$ cat config.mk
export PLATFORM = sky130hd
export DESIGN_NAME = ilv_addr_gen
export DESIGN_NICKNAME = d
export VERILOG_FILES = /design/src/rtl/ilv_pkg.sv /design/src/rtl/ilv_cfg_check.sv /design/src/rtl/ilv_stride_cnt.sv /design/src/rtl/ilv_ctrl_fsm.sv /design/src/rtl/ilv_addr_gen.sv
export SDC_FILE = /design/constraint.sdc
export NUM_CORES = 1
export LEC_CHECK = 0
export BUFFER_PORTS_ARGS = -buffer_cell sky130_fd_sc_hd__buf_4
export CELL_PAD_IN_SITES_DETAIL_PLACEMENT = 0
export CELL_PAD_IN_SITES_GLOBAL_PLACEMENT = 1
export CORE_UTILIZATION = 40
export CTS_CLUSTER_DIAMETER = 150
export DETAILED_ROUTE_END_ITERATION = 16
export PLACE_DENSITY_LB_ADDON = 0.15
export REMOVE_ABC_BUFFERS = 1
export SLEW_MARGIN = 10
export SYNTH_ARGS = -nofsm -noshare
export SYNTH_HDL_FRONTEND = slang
export SYNTH_SLANG_ARGS = --single-unit
$ cat constraint.sdc
create_clock -name clk -period 3.9 [get_ports clk]
set_input_delay 0.195 -clock clk [delete_from_list [all_inputs] [get_ports clk]]
set_output_delay 0.195 -clock clk [all_outputs]
set_load 0.03 [all_outputs]
$ cat src/rtl/ilv_pkg.sv
package ilv_pkg;
    localparam int QW_SHIFT = 4;
    localparam int QW_BYTES = 1 << QW_SHIFT;

    localparam logic [1:0] MODE_LINEAR  = 2'd0;
    localparam logic [1:0] MODE_LINKED  = 2'd1;
    localparam logic [1:0] MODE_STRIDED = 2'd2;

    typedef enum logic [1:0] {
        ST_IDLE  = 2'd0,
        ST_EMIT  = 2'd1,
        ST_DONE  = 2'd2,
        ST_FAULT = 2'd3
    } ilv_state_e;
endpackage

$ cat src/rtl/ilv_cfg_check.sv
module ilv_cfg_check
    import ilv_pkg::*;
#(
    parameter int TW = 16,
    parameter int SW = 8
) (
    input  logic [1:0]    mode_i,
    input  logic [TW-1:0] total_qw_i,
    input  logic [SW-1:0] run_qw_i,
    output logic          cfg_bad_o,
    output logic          total_zero_o,
    output logic          strided_o
);
    logic mode_known;

    always_comb begin
        mode_known   = (mode_i == MODE_LINEAR) || (mode_i == MODE_STRIDED);
        strided_o    = (mode_i == MODE_STRIDED);
        cfg_bad_o    = !mode_known || (strided_o && (run_qw_i == '0));
        total_zero_o = (total_qw_i == '0);
    end
endmodule

$ cat src/rtl/ilv_stride_cnt.sv
module ilv_stride_cnt
    import ilv_pkg::*;
#(
    parameter int AW = 32,
    parameter int TW = 16,
    parameter int SW = 8
) (
    input  logic          clk,
    input  logic          rst_n,
    input  logic          load_i,
    input  logic          beat_i,
    input  logic          strided_i,
    input  logic [AW-1:0] base_i,
    input  logic [TW-1:0] total_i,
    input  logic [SW-1:0] run_i,
    input  logic [SW-1:0] skip_i,
    output logic [AW-1:0] addr_o,
    output logic          last_o
);
    localparam logic [AW-1:0] ALIGN_MASK = ~AW'(QW_BYTES - 1);
    localparam logic [AW-1:0] STEP       = AW'(QW_BYTES);

    logic [AW-1:0] addr_q;
    logic [TW-1:0] remain_q;
    logic [SW-1:0] run_left_q;
    logic [SW-1:0] run_cfg_q;
    logic [SW-1:0] skip_cfg_q;
    logic          strided_q;
    logic [AW-1:0] jump;
    logic          run_end;

    always_comb begin
        jump    = (AW'(skip_cfg_q) + AW'(1)) << QW_SHIFT;
        run_end = strided_q && (run_left_q == SW'(1));
        addr_o  = addr_q;
        last_o  = (remain_q == TW'(1));
    end

    always_ff @(posedge clk or negedge rst_n) begin
        if (!rst_n) begin
            addr_q     <= '0;
            remain_q   <= '0;
            run_left_q <= '0;
            run_cfg_q  <= '0;
            skip_cfg_q <= '0;
            strided_q  <= 1'b0;
        end else if (load_i) begin
            addr_q     <= base_i & ALIGN_MASK;
            remain_q   <= total_i;
            run_left_q <= run_i;
            run_cfg_q  <= run_i;
            skip_cfg_q <= skip_i;
            strided_q  <= strided_i;
        end else if (beat_i) begin
            remain_q <= remain_q - TW'(1);
            if (run_end) begin
                addr_q     <= addr_q + jump;
                run_left_q <= run_cfg_q;
            end else begin
                addr_q <= addr_q + STEP;
                if (strided_q) begin
                    run_left_q <= run_left_q - SW'(1);
                end
            end
        end
    end
endmodule

$ cat src/rtl/ilv_ctrl_fsm.sv
module ilv_ctrl_fsm
    import ilv_pkg::*;
(
    input  logic clk,
    input  logic rst_n,
    input  logic start_i,
    input  logic cfg_bad_i,
    input  logic total_zero_i,
    input  logic beat_i,
    input  logic last_i,
    output logic load_o,
    output logic valid_o,
    output logic done_o,
    output logic err_o
);
    ilv_state_e state_q;
    ilv_state_e state_d;

    always_ff @(posedge clk or negedge rst_n) begin
        if (!rst_n) begin
            state_q <= ST_IDLE;
        end else begin
            state_q <= state_d;
        end
    end

    always_comb begin
        state_d = state_q;
        unique case (state_q)
            ST_IDLE: begin
                if (start_i) begin
                    if (cfg_bad_i) begin
                        state_d = ST_FAULT;
                    end else if (total_zero_i) begin
                        state_d = ST_DONE;
                    end else begin
                        state_d = ST_EMIT;
                    end
                end
            end
            ST_EMIT: begin
                if (beat_i && last_i) begin
                    state_d = ST_DONE;
                end
            end
            ST_DONE:  state_d = ST_IDLE;
            ST_FAULT: state_d = ST_IDLE;
        endcase
    end

    always_comb begin
        load_o  = (state_q == ST_IDLE) && start_i && !cfg_bad_i && !total_zero_i;
        valid_o = (state_q == ST_EMIT);
        done_o  = (state_q == ST_DONE);
        err_o   = (state_q == ST_FAULT);
    end
endmodule

$ cat src/rtl/ilv_addr_gen.sv
module ilv_addr_gen
    import ilv_pkg::*;
#(
    parameter int AW = 32,
    parameter int TW = 16,
    parameter int SW = 8
) (
    input  logic          clk,
    input  logic          rst_n,
    input  logic          start_i,
    input  logic [1:0]    mode_i,
    input  logic [AW-1:0] base_addr_i,
    input  logic [TW-1:0] total_qw_i,
    input  logic [SW-1:0] run_qw_i,
    input  logic [SW-1:0] skip_qw_i,
    output logic [AW-1:0] addr_o,
    output logic          addr_valid_o,
    input  logic          addr_ready_i,
    output logic          done_o,
    output logic          cfg_err_o
);
    logic cfg_bad;
    logic total_zero;
    logic strided;
    logic load;
    logic beat;
    logic last;
    logic valid;

    assign beat         = valid && addr_ready_i;
    assign addr_valid_o = valid;

    ilv_cfg_check #(.TW(TW), .SW(SW)) u_cfg (
        .mode_i       (mode_i),
        .total_qw_i   (total_qw_i),
        .run_qw_i     (run_qw_i),
        .cfg_bad_o    (cfg_bad),
        .total_zero_o (total_zero),
        .strided_o    (strided)
    );

    ilv_ctrl_fsm u_fsm (
        .clk          (clk),
        .rst_n        (rst_n),
        .start_i      (start_i),
        .cfg_bad_i    (cfg_bad),
        .total_zero_i (total_zero),
        .beat_i       (beat),
        .last_i       (last),
        .load_o       (load),
        .valid_o      (valid),
        .done_o       (done_o),
        .err_o        (cfg_err_o)
    );

    ilv_stride_cnt #(.AW(AW), .TW(TW), .SW(SW)) u_cnt (
        .clk       (clk),
        .rst_n     (rst_n),
        .load_i    (load),
        .beat_i    (beat),
        .strided_i (strided),
        .base_i    (base_addr_i),
        .total_i   (total_qw_i),
        .run_i     (run_qw_i),
        .skip_i    (skip_qw_i),
        .addr_o    (addr_o),
        .last_o    (last)
    );
endmodule

==> flow_metrics.env, run 1 <==
export IMPL_wl_per_cell_um=15.8
export IMPL_synth_top_family_by_area="simple AND/OR/NAND/NOR gates"
export IMPL_clkLatencyLatePin_ns=0.36
export IMPL_regToRegEndpoint="u_cnt.addr_o[24]$_DFFE_PN0P_"
export IMPL_synthAdderAreaFrac=0.0449
export IMPL_tritoncts="yes"
export IMPL_track_usage=0.214
export IMPL_wl_um=11700
export IMPL_yosysWarnings=0
export IMPL_ant_nets=0
export IMPL_via_per_inst=5.57
export IMPL_tightest_slew_ns=0.927
export IMPL_finalHoldViolCount=40
export IMPL_place_area_um2=5190
export IMPL_min_path_type="primary input to async pin"
export IMPL_violations="negative hold slack"
export IMPL_htree_levels=3
export IMPL_vias=4120
export IMPL_final_area_um2=5400
export IMPL_ys_flop_type="dfrtp_1"
export IMPL_synthDistinctLibCells=58
export IMPL_post_route_period_util=0.906
export IMPL_reg2regPathDepth=13
export IMPL_synth_cells=509
export IMPL_vdd_drop_max_uv=352
export IMPL_port_buffers=96
export IMPL_first_pass_iters=5
export IMPL_die_width_um=106
export IMPL_fin_skew_ns=0.0106
export IMPL_max_slew_margin_rel=0.382
export IMPL_grt_pass1_wl_um=19100
export IMPL_total_power_mw=3.77
export IMPL_antenna_found_initial=0
export IMPL_nets=685
export IMPL_max_freq_mhz=283
export IMPL_min_period_ns=3.53
export IMPL_crit_arrival_ns=3.83
export IMPL_r2r_slack_ns=0.37
export IMPL_syn2layout_area_growth_pct=24.2
export IMPL_syn_area_per_cell_um2=8.54
export IMPL_setup_viol=0
export IMPL_start_kind="flop"
export IMPL_setup_ws_ns=0.365
export IMPL_gp_congestion=0.797
export IMPL_dp_slack_ns=0.405
export IMPL_slew_viol_final=0
export IMPL_grt_pass1_vias=3889
export IMPL_drt_iter0_markers=244
export IMPL_clk_pin_slew_ns=0.08
export IMPL_cp_max_fo=10
export IMPL_power_density_nw_per_um2=699
export IMPL_outcome="finished with violations"
export IMPL_drive_above_1_share=0.219
export IMPL_muxShareOfSynthArea=0.00259
export IMPL_core_um2=10400
export IMPL_cts_path_max_buffers=2
export IMPL_ys_ff_latch=71
export IMPL_grt_overflow=0
export IMPL_clockRootBuffer="clkbuf_8"
export IMPL_dp_hpwl_um=8160
export IMPL_grt_max_degree=72
export IMPL_yosys_area_share_simple=0.264
export IMPL_synth_edf_count=0
export IMPL_worst_hold_slack_ns=-0.0303
export IMPL_pin_count=105
export IMPL_start_util=0.417
export IMPL_die_area_um2=11300
export IMPL_n_antenna_cell=0
export IMPL_synth_compound_area_frac=0.191
export IMPL_cts_num_sinks=71
export IMPL_crit_path_end_kind="flop"
export IMPL_drc_errors=0
export IMPL_cts_buffers=9
export IMPL_cts_hold_buffers=0
export IMPL_max_cap_violations=0
export IMPL_netlist_area_um2=4350
export IMPL_postCtsResizedCells=0
export IMPL_row_count=37
export IMPL_die_h_um=106
export IMPL_cts_setup_buffers=0
export IMPL_path_class="flop to flop"
export IMPL_synth_xor_area_frac=0.0483
export IMPL_reg2reg_from="u_cnt.run_left_q[0]$_DFFE_PN0P_"
export IMPL_rsz0062_at_grt="no"
export IMPL_required_ns=4.20
export IMPL_seq_area_frac_synth=0.409
export IMPL_async_flop_share=1.00
export IMPL_leakagePower_nw=2.41
==> how the worst max path moves through the flow <==
stage	start	end	slack [ns]	cells past startpoint
floorplan	u_fsm.state_q[0]$_DFFE_PN0P_	u_cnt.remain_q[9]$_DFFE_PN0P_	-2.21	6
global route	u_cnt.run_left_q[0]$_DFFE_PN0P_	u_cnt.addr_o[24]$_DFFE_PN0P_	0.08	13
CTS	u_cnt.run_left_q[0]$_DFFE_PN0P_	u_cnt.addr_o[24]$_DFFE_PN0P_	0.35	13
global placement	u_cnt.run_left_q[0]$_DFFE_PN0P_	u_cnt.addr_o[24]$_DFFE_PN0P_	0.46	13
detailed placement	u_cnt.run_left_q[0]$_DFFE_PN0P_	u_cnt.addr_o[24]$_DFFE_PN0P_	0.41	13
finish	u_cnt.run_left_q[0]$_DFFE_PN0P_	u_cnt.addr_o[24]$_DFFE_PN0P_	0.37	13
==> cells in the final DEF, fill, tap and decap left out, types with 7 or more instances in the layout <==
| master | Yosys | routed |
|---|---|---|
| buf_4 | 4 | 105 |
| nand2_1 | 97 | 97 |
| dfrtp_1 | 71 | 71 |
| nor2_1 | 39 | 39 |
| o21ai_0 | 34 | 34 |
| nand3_1 | 20 | 20 |
| a21oi_1 | 18 | 18 |
| nor4_1 | 15 | 15 |
| o211ai_1 | 15 | 15 |
| xor2_1 | 14 | 14 |
| ha_1 | 14 | 14 |
| nor3_1 | 13 | 12 |
| inv_1 | 11 | 11 |
| a22oi_1 | 11 | 11 |
| xnor2_1 | 10 | 10 |
| clkbuf_8 | 0 | 9 |
| o311ai_0 | 8 | 8 |
| nand3b_1 | 7 | 7 |
==> sequential cells by signal (all words and copies together) (netlist names) <==
name / flops
u_cnt.addr_o: 28
u_cnt.remain_q: 16
u_cnt.run_cfg_q: 8
u_cnt.run_left_q: 8
u_cnt.skip_cfg_q: 8
u_cnt.strided_q: 1
u_fsm.state_q: 2
==> per-layer routing <==
metal  up-vias  track usage  part of all wire
met3        11       0.0331             0.051
met1      1979        0.302              0.47
met5         -            0                 0
li1       2027            -                 -
met2       103        0.335              0.47
met4         0       0.0714             0.013
==> area by class of cell <==
type	instances	area, um2
Clock buffer	9	124
Timing Repair Buffer	105	788
Clock inverter	6	86.3
Sequential cell	71	1780
Tap cell	136	170
Inverter	11	41.3
Fill cell	1036	5010
Multi-Input combinational cell	402	2410
==> power breakdown <==
part	total (mW)	internal, mW	switching [mW]
clock	0.658	0.355	0.302
combinational	1.65	0.686	0.961
sequential	1.47	1.07	0.396
total	3.77	2.11	1.66
==> metrics by stage <==
stage	setup TNS, ns	util	instances
CTS	0	0.519	740
global placement	0	0.498	725
floorplan	-82.10	-	484
global route	0	0.519	740
detailed placement	0	0.498	725
finish	0	0.519	740
==> cell families after synthesis <==
family,count (synthesis)
buf+inv,39
mux,1
compound gates,123
flops,71
other cells,1
xor+xnor,24
fa+ha+maj,15
simple gates,235
==> Yosys cell counts (6+ instances only) <==
master,count,area (um2)
nand2_1,97,364
dfrtp_1,71,1780
nor2_1,39,146
o21ai_0,34,170
nand3_1,20,100
a21oi_1,18,90.1
nor4_1,15,93.8
o211ai_1,15,113
clkbuf_1,14,52.6
ha_1,14,175
xor2_1,14,123
nor3_1,13,65.1
a22oi_1,11,82.6
inv_1,11,41.3
xnor2_1,10,87.6
buf_2,8,40.0
o311ai_0,8,70.1
nand3b_1,7,52.6
a221o_1,6,60.1
and3_1,6,37.5
or3_1,6,37.5
==> critical path: stages (launching register included) <==
cell	delay [ns]
dfrtp_1	0.45
ha_1	0.22
and4bb_2	0.26
and2_0	0.26
nand2_1	0.11
ha_1	0.17
inv_1	0.06
fa_1	0.39
nand2b_1	0.18
a21oi_1	0.23
o221a_2	0.32
o2111ai_2	0.26
or4_1	0.47
nand3_1	0.08
No activity file was read; power rests on OpenSTA's default activity.
==> run 2: changes to the inputs <==
--- a/config.mk
+++ b/config.mk
@@ -11,6 +11,7 @@
 export CORE_UTILIZATION = 40
 export CTS_CLUSTER_DIAMETER = 150
 export DETAILED_ROUTE_END_ITERATION = 16
+export HOLD_SLACK_MARGIN = 0.1
 export PLACE_DENSITY_LB_ADDON = 0.15
 export REMOVE_ABC_BUFFERS = 1
 export SLEW_MARGIN = 10
==> run 2 against run 1 <==
The run now ends clean. Register-to-register slack about the same. Sequential share of layout area decreased by 2.9 points. Worst hold slack improved by 0.13 ns. Maximum frequency increased by 0.20%. Clock power about the same. Sequential power about the same. Critical path depth unchanged. Largest cell class unchanged.
==> flow_metrics.env, run 2 (same netlist as run 1, synthesis figures left out) <==
export IMPL_worst_hold_slack_ns=0.0985
export IMPL_fin_skew_ns=0.00877
export IMPL_tns_ns=0
export IMPL_vias=4331
export IMPL_start_util=0.417
export IMPL_cts_buffers=9
export IMPL_grt_max_degree=72
export IMPL_ant_nets=0
export IMPL_drt_iter0_markers=242
export IMPL_port_buffers=96
export IMPL_pin_count=105
export IMPL_die_area_um2=11300
export IMPL_die_width_um=106
export IMPL_htree_levels=3
export IMPL_track_usage=0.220
export IMPL_clockRootBuffer="clkbuf_8"
export IMPL_gp_congestion=0.797
export IMPL_largest_reg_flops=28
export IMPL_dp_hpwl_um=8160
export IMPL_post_route_period_util=0.905
export IMPL_core_um2=10400
export IMPL_mostFrequentLayoutCell="buf_4"
export IMPL_power_density_nw_per_um2=644
export IMPL_slew_viol_final=0
export IMPL_path_class="flop to flop"
export IMPL_p_switching_mw=1.67
export IMPL_min_path_type="primary input to flop"
export IMPL_die_h_um=106
export IMPL_vdd_drop_max_uv=361
export IMPL_cts_path_max_buffers=2
export IMPL_clkLatencyLatePin_ns=0.36
export IMPL_cts_num_sinks=71
export IMPL_grt_overflow=0
export IMPL_n_antenna_cell=0
export IMPL_leakagePower_nw=2.64
export IMPL_grt_pass1_vias=4018
export IMPL_drive_above_1_share=0.201
export IMPL_wl_um=12100
export IMPL_row_count=37
export IMPL_dp_slack_ns=0.405
export IMPL_min_period_ns=3.53
export IMPL_grt_pass1_wl_um=19600
export IMPL_cp_max_fo=10
export IMPL_rsz0062_at_grt="no"
export IMPL_via_per_inst=5.46
export IMPL_tritoncts="yes"
export IMPL_drc_errors=0
export IMPL_comb_power_share=0.444
export IMPL_pwr_share_clk=0.172
export IMPL_layout_common_cells="105 x buf_4, 97 x nand2_1, 71 x dfrtp_1, 53 x dlygate4sd3_1, 39 x nor2_1"
export IMPL_finalHoldViolCount=0
export IMPL_max_slew_margin_rel=0.370
export IMPL_p_seq_frac=0.384
export IMPL_syn2layout_area_growth_pct=36.4
export IMPL_max_cap_violations=0
export IMPL_setup_viol=0
export IMPL_crit_arrival_ns=3.82
export IMPL_tightest_slew_ns=0.944
export IMPL_wl_per_cell_um=15.3
export IMPL_outcome="finished, final reports clean"
export IMPL_crit_path_end_kind="flop"
export IMPL_intPower_mw=2.15
export IMPL_antenna_found_initial=0
export IMPL_start_kind="flop"
export IMPL_first_pass_iters=4
export IMPL_required_ns=4.20
export IMPL_max_freq_mhz=283
export IMPL_nets=738
export IMPL_clk_pin_slew_ns=0.08
export IMPL_netSwitchingFraction=0.437
export IMPL_setup_ws_ns=0.372
## run 2: cell count changes in the layout (fill, tap and decap cells not counted)
| cell | change |
|---|---|
| dlygate4sd3_1 | +53 |
## run 2: worst paths after layout
path                                                       from                             end  slack (ns)  cells after the start
min in group asynchronous                                 rst_n  u_cnt.remain_q[12]$_DFFE_PN0P_        0.51                      2
worst min register to register   u_cnt.run_cfg_q[4]$_DFFE_PN0P_  u_cnt.run_cfg_q[4]$_DFFE_PN0P_        0.48                      2
worst max-delay path            u_cnt.run_left_q[0]$_DFFE_PN0P_    u_cnt.addr_o[24]$_DFFE_PN0P_        0.37                     13
max in group asynchronous                                 rst_n     u_cnt.addr_o[8]$_DFFE_PN0P_        2.77                      2
worst min-delay path                              total_qw_i[4]   u_cnt.remain_q[4]$_DFFE_PN0P_         0.1                      3
worst max register to register  u_cnt.run_left_q[0]$_DFFE_PN0P_    u_cnt.addr_o[24]$_DFFE_PN0P_        0.37                     13
## run 2: timing repair
action,CTS,global route
buffers inserted,0,0
endpoints found under the hold margin,128,0
hold buffers,53,0
gates resized for setup,0,0
## run 2: layout make-up
class,instances,area [um2]
clock buffer,9,124
multi-input combinational,402,2410
inverter,11,41.3
fill,977,4480
clock inverter,6,86.3
timing repair buffer,158,1320
tap,136,170
sequential,71,1780
## run 2: metal layers
metal  wire (um)  global-route usage  up-vias
met5           0                   0        -
met4         201              0.0784        0
met3         550              0.0325       15
met2        5670               0.346      117
met1        5730               0.307     2064
li1            -                   -     2135
## run 2: power groups by stage
stage               clock [mW]  sequential, mW  combinational [mW]
finish                   0.657            1.47                1.69
CTS                      0.671            1.46                1.71
global placement             0            1.46                1.63
global route             0.700            1.53                1.87
detailed placement           0            1.47                1.66
floorplan                    0            1.63               0.873
## run 2: metrics by stage
stage | utilization | area (um2) | power, mW | cells
floorplan | - | 4230 | 2.50 | 484
global placement | 0.498 | 5190 | 3.10 | 725
detailed placement | 0.498 | 5190 | 3.13 | 725
CTS | 0.569 | 5930 | 3.85 | 793
global route | 0.569 | 5930 | 4.09 | 793
finish | 0.569 | 5930 | 3.82 | 793
## run 2: critical path, cell delays in order (launching register included)
cell       delay, ns
dfrtp_1         0.45
ha_1            0.22
and4bb_2        0.26
and2_0          0.26
nand2_1         0.11
ha_1            0.17
inv_1           0.06
fa_1            0.39
nand2b_1        0.18
a21oi_1         0.23
o221a_2         0.31
o2111ai_2       0.27
or4_1           0.47
nand3_1         0.08
